===== config.mk =====
export PLATFORM = sky130hd
export DESIGN_NAME = pswDivider
export DESIGN_NICKNAME = d
export VERILOG_FILES = /design/src/rtl/pswDivPkg.sv /design/src/rtl/pswDivCtrl.sv /design/src/rtl/pswDivPath.sv /design/src/rtl/pswDivider.sv
export SDC_FILE = /design/constraint.sdc
export NUM_CORES = 1
export LEC_CHECK = 0
export ABC_AREA = 1
export CELL_PAD_IN_SITES_DETAIL_PLACEMENT = 1
export CELL_PAD_IN_SITES_GLOBAL_PLACEMENT = 2
export CORE_ASPECT_RATIO = 1.2
export CORE_MARGIN = 10
export CORE_UTILIZATION = 34
export DETAILED_ROUTE_END_ITERATION = 8
export DONT_BUFFER_PORTS = 1
export PLACE_DENSITY = 0.83
export SLEW_MARGIN = 20
export SYNTH_ARGS = -nofsm -noshare
export SYNTH_HDL_FRONTEND = slang
export SYNTH_HIERARCHICAL = 1
export SYNTH_SLANG_ARGS = --single-unit
export TNS_END_PERCENT = 1

===== constraint.sdc =====
create_clock -name clk -period 2.3 [get_ports clk]
set_input_delay 0.575 -clock clk [delete_from_list [all_inputs] [get_ports clk]]
set_output_delay 0.575 -clock clk [all_outputs]
set_load 0.01 [all_outputs]

===== src/rtl/pswDivPkg.sv =====
package pswDivPkg;
  localparam int RATIO_W_DEF   = 15;
  localparam int SWALLOW_W_DEF = 4;
  localparam int MIN_RATIO_DEF = 240;

  // strobes from control to prescaler datapath
  typedef struct packed {
    logic restart;    // load counters, prescaler returns to zero
    logic use17;      // prescaler modulus select: 1 -> 17, 0 -> 16
    logic periodEnd;  // last input cycle of an output period
  } ctrlStrobes_t;
endpackage


===== src/rtl/pswDivCtrl.sv =====
module pswDivCtrl
  import pswDivPkg::*;
#(
  parameter int RATIO_W   = RATIO_W_DEF,
  parameter int SWALLOW_W = SWALLOW_W_DEF,
  parameter int MIN_RATIO = MIN_RATIO_DEF
) (
  input  logic               clk,
  input  logic               rstN,
  input  logic [RATIO_W-1:0] ratioIn,
  input  logic               presWrap,
  output ctrlStrobes_t       strb,
  output logic               ratioErr
);
  localparam int MAIN_W   = RATIO_W - SWALLOW_W;
  localparam int MIN_MAIN = MIN_RATIO >> SWALLOW_W;

  logic                 primed;
  logic [SWALLOW_W-1:0] aLeft;
  logic [MAIN_W-1:0]    mLeft;
  logic                 lowRatio;
  logic [RATIO_W-1:0]   effRatio;
  logic                 endCycle;

  assign lowRatio = ratioIn < RATIO_W'(MIN_RATIO);
  assign effRatio = lowRatio ? RATIO_W'(MIN_RATIO) : ratioIn;
  assign endCycle = primed && presWrap && (mLeft == MAIN_W'(1));

  assign strb.restart   = endCycle || !primed;
  assign strb.periodEnd = endCycle;
  assign strb.use17     = (aLeft != '0);

  always_ff @(posedge clk) begin
    if (!rstN) begin
      primed   <= 1'b0;
      aLeft    <= '0;
      mLeft    <= '0;
      ratioErr <= 1'b0;
    end else if (strb.restart) begin
      primed <= 1'b1;
      aLeft  <= effRatio[SWALLOW_W-1:0];
      mLeft  <= effRatio[RATIO_W-1:SWALLOW_W];
      if (lowRatio) ratioErr <= 1'b1;
    end else if (presWrap) begin
      mLeft <= mLeft - MAIN_W'(1);
      if (aLeft != '0) aLeft <= aLeft - SWALLOW_W'(1);
    end
  end

  // every loaded main count is large enough to cover the swallow count
  p_load_min_r3: assert property (@(posedge clk) disable iff (!rstN)
    strb.restart |=> (mLeft >= MAIN_W'(MIN_MAIN)));
  // error flag is sticky
  p_err_sticky_r4: assert property (@(posedge clk) disable iff (!rstN)
    ratioErr |=> ratioErr);
  // no modulus-17 cycle after the swallow phase within a period
  p_swallow_first_r2: assert property (@(posedge clk) disable iff (!rstN)
    (!strb.use17 && !strb.restart) |=> !strb.use17);
  // main count only moves on a prescaler wrap or a period restart
  p_main_hold_r5: assert property (@(posedge clk) disable iff (!rstN)
    (!strb.restart && !presWrap) |=> $stable(mLeft));
endmodule


===== src/rtl/pswDivPath.sv =====
module pswDivPath
  import pswDivPkg::*;
#(
  parameter int SWALLOW_W = SWALLOW_W_DEF
) (
  input  logic         clk,
  input  logic         rstN,
  input  ctrlStrobes_t strb,
  output logic         presWrap,
  output logic         divPulse,
  output logic         divHalf
);
  localparam int PRE_W    = SWALLOW_W + 1;
  localparam int PRE_BASE = 1 << SWALLOW_W;

  logic [PRE_W-1:0] preCnt;

  assign presWrap = (preCnt == (strb.use17 ? PRE_W'(PRE_BASE) : PRE_W'(PRE_BASE - 1)));

  always_ff @(posedge clk) begin
    if (!rstN) begin
      preCnt   <= '0;
      divPulse <= 1'b0;
      divHalf  <= 1'b0;
    end else begin
      if (strb.restart || presWrap) preCnt <= '0;
      else                          preCnt <= preCnt + PRE_W'(1);
      divPulse <= strb.periodEnd;
      if (strb.periodEnd) divHalf <= ~divHalf;
    end
  end

  // prescaler count stays inside the selected modulus
  p_pres_range_r2: assert property (@(posedge clk) disable iff (!rstN)
    !strb.use17 |-> (preCnt <= PRE_W'(PRE_BASE - 1)));
  // output pulse is a single cycle wide
  p_pulse_single_r6: assert property (@(posedge clk) disable iff (!rstN)
    divPulse |=> !divPulse);
  // half-rate output flips with each pulse
  p_half_toggle_r7: assert property (@(posedge clk) disable iff (!rstN)
    divPulse |-> (divHalf != $past(divHalf)));
  // half-rate output holds between pulses
  p_half_hold_r7: assert property (@(posedge clk) disable iff (!rstN)
    !divPulse |-> $stable(divHalf));
endmodule


===== src/rtl/pswDivider.sv =====
module pswDivider
  import pswDivPkg::*;
#(
  parameter int RATIO_W   = RATIO_W_DEF,
  parameter int SWALLOW_W = SWALLOW_W_DEF,
  parameter int MIN_RATIO = MIN_RATIO_DEF
) (
  input  logic               clk,
  input  logic               rstN,
  input  logic [RATIO_W-1:0] ratioIn,
  output logic               divPulse,
  output logic               divHalf,
  output logic               ratioErr
);
  ctrlStrobes_t strb;
  logic         presWrap;

  pswDivCtrl #(
    .RATIO_W  (RATIO_W),
    .SWALLOW_W(SWALLOW_W),
    .MIN_RATIO(MIN_RATIO)
  ) ctrl_i (
    .clk     (clk),
    .rstN    (rstN),
    .ratioIn (ratioIn),
    .presWrap(presWrap),
    .strb    (strb),
    .ratioErr(ratioErr)
  );

  pswDivPath #(
    .SWALLOW_W(SWALLOW_W)
  ) path_i (
    .clk     (clk),
    .rstN    (rstN),
    .strb    (strb),
    .presWrap(presWrap),
    .divPulse(divPulse),
    .divHalf (divHalf)
  );
endmodule


==> results.py <==
metrics = {
    "outcome": {
        "status": "completed",
    },
    "logic_synthesis": {
        "synth.top_cell.area_share": 0.311,
        "syn-num-nets": 259,
        "synth-seq-area-share": 0.311,
        "yosysUniqueCellTypes": 28,
        "netlist_instances": 237,
        "synth_seq_cells": 24,
        "yosys.area.top_type": "dfxtp_1",
        "synth_area_per_cell_um2": 6.51,
        "syn-cell-area_mm2": 0.00154,
        "yosys_warnings": 6,
        "synth_area_leaders": "dfxtp_1, nand2_1, nor2_1",
    },
    "timing": {
        "finClkSkew_ns": 0.00236,
        "max_freq_mhz": 487,
        "period_needed_ns": 2.05,
        "fin_ws_ns": 0.246,
        "maxSlewHeadroom": 0.746,
        "slew_viol_final": 0,
        "fin_crit_sh": 0.893,
        "rsz0062_at_grt": "no",
        "tns_ns": 0,
        "hold_viol": 0,
        "tightest_slew_ns": 0.378,
        "finalSetupViolations": 0,
    },
    "die": {
        "pin_count": 20,
        "rows": 26,
        "core_mm2": 0.00433,
        "die_area_mm2": 0.00764,
        "fp.dieW_um": 81.5,
        "initial_core_util": 0.357,
        "die_h_um": 93.8,
    },
    "layout": {
        "final_cell_mix": "nand2_1, nor2_1, inv_1",
        "stdcell_area_mm2": 0.00166,
        "syn_to_final_growth_pct": 7.30,
        "mostFrequentLayoutCell": "nand2_1",
        "antennaDiodeCount": 0,
        "final_nets": 261,
        "drive_gt1_frac": 0.101,
        "finalNonFillerCells": 294,
    },
    "grt": {
        "use_met1": 0.133,
        "grt_max_degree": 18,
        "grt_overflow": 0,
        "use_met3": 0.0278,
        "grt_pass1_vias": 1490,
        "busiest_layer": "met2",
        "met2_usage": 0.214,
        "antenna_found_initial": 0,
        "track_usage": 0.119,
        "grt_pass1_wl_mm": 7.22,
    },
    "drt": {
        "drc_errors": 0,
        "wirelength_mm": 4.22,
        "viasPerCell": 4.91,
        "drt_pre_antenna_iters": 4,
        "drtAntennaViolNets": 0,
        "vias": 1445,
        "drt_iter0_markers": 37,
        "post_drt_wl_per_cell_um": 14.3,
    },
    "clock_network": {
        "clock-sinks": 24,
        "clk_latency_ns": 0.27,
        "post_cts_buffers": 0,
        "path_clk_slew_ns": 0.09,
        "cts_buffer_depth": 2,
        "cts-root-buf": "clkbuf_8",
        "numCtsBuffers": 3,
        "htree_num_levels": 1,
        "cts_tree": "done",
    },
    "placement": {
        "place.gp.congestion": 0.778,
        "place_ws_ns": 0.249,
        "placed_area_mm2": 0.00159,
        "hpwlAfterDp_mm": 3.41,
        "io_buffers": 0,
        "dp.cells": 290,
    },
    "setup_path": {
        "required_ns": 2.48,
        "cpPeakStageDelay_ns": 0.32,
        "reg2reg_from": "ctrl_i/aLeft[0]$_SDFFE_PN0P_",
        "worstSetupStartpoint": "ctrl_i/aLeft[0]$_SDFFE_PN0P_",
        "path_cells": "inv_1 -> ha_1 -> nand3_1 -> nor2_1 -> nand3_1 -> nand2_1 -> buf_4 -> nand4_1 -> nor4_1 -> buf_4 -> xnor2_1 -> nor2_1",
        "endpoint_kind": "flop",
        "worstPathArrival_ns": 2.23,
        "cp-start-kind": "flop",
        "path_class": "flop to flop",
        "crit_slowest_cell": "dfxtp_1",
        "cp_max_fo": 7,
    },
    "pwr": {
        "fin_total_pwr_w": 0.000923,
        "p_leak_nw": 0.789,
        "power_density_mw_per_mm2": 558,
        "peakVddDrop_v": 0.000219,
    },
    "job": {
        "maxCapViolCount": 0,
    },
    "hold_path": {
        "hp-class": "primary input to flop",
        "hold_path_startpoint": "rstN",
    },
}
logic make-up after synthesis:
kind of cell,synth area share
fa+ha+maj,0.0406
buf+inv,0.113
simple gates,0.422
flops,0.311
compound gates,0.0738
xor+xnor,0.0397
routing by layer:
layer,part of all wire,wire length (um)
met1,0.44,1870
met2,0.51,2140
met3,0.036,153
met4,0.013,53
met5,0,0
cell type report:
| cell class | count | area, um2 |
|---|---|---|
| fillers | 584 | 2670 |
| multi-input cells | 174 | 897 |
| flip-flops and latches | 24 | 480 |
| inverters | 32 | 123 |
| well taps | 56 | 70.1 |
| clock buffers | 4 | 55.1 |
| repair buffers | 4 | 30.0 |
stage by stage:
step / util / hold WS, ns
2_1_floorplan: - / 0.441
3_3_place_gp: 0.368 / 0.467
3_5_place_dp: 0.368 / 0.477
4_1_cts: 0.381 / 0.316
5_1_grt: 0.383 / 0.309
6_report: 0.383 / 0.322
repair_timing:
item                       CTS  global route
gates resized for setup      0             1
hold buffers                 0             0
setup endpoints to repair    0             1
critical path, delay by kind of cell (launching register included):
kind          cells  cell delay, ns
simple gates      7            0.89
buf+inv           3            0.48
flops             1            0.32
fa+ha+maj         1            0.17
xor+xnor          1            0.11
synth_stat cells:
library cell and n:
xor2_1 3, a31oi_1 1, nand3_2 2, nor2_1 35, buf_8 1, inv_4 1, inv_2 4, clkbuf_1 1
or2_2 1, o21ai_1 1, a21oi_1 9, nor2_2 2, xnor2_1 4, nor3_1 2, nand2_1 61, o211ai_1 1
buf_4 3, buf_2 2, ha_1 5, nand4_1 9, dfxtp_1 24, o21ai_0 10, nor2_4 3, inv_1 27
nand3_1 21, nand2_4 2, nand3_4 1, nor4_1 1
report_power, final:
group	switching (W)	total [W]	internal, W
Combinational	0.000108	0.000168	0.0000595
Sequential	0.0000184	0.000453	0.000435
Clock	0.000149	0.000302	0.000153
sequential cells by signal, summed over array words and instances, names as in the netlist:
signal and count:
ctrl_i/ratioErr 1, path_i/preCnt 5, path_i/divPulse 1, path_i/divHalf 1, ctrl_i/aLeft 4, ctrl_i/primed 1
ctrl_i/mLeft 11
path summary, 6_finish.rpt:
path | end | slack, ns | cells past startpoint
worst min register to register | path_i/preCnt[0]$_SDFF_PP0_ | 0.50 | 1
worst max register to register | path_i/divHalf$_SDFFE_PN0P_ | 0.25 | 12
worst max-delay path | path_i/divHalf$_SDFFE_PN0P_ | 0.25 | 12
worst min-delay path | ctrl_i/primed$_SDFFE_PN0P_ | 0.32 | 0
Power figures use the tool's default switching activity.
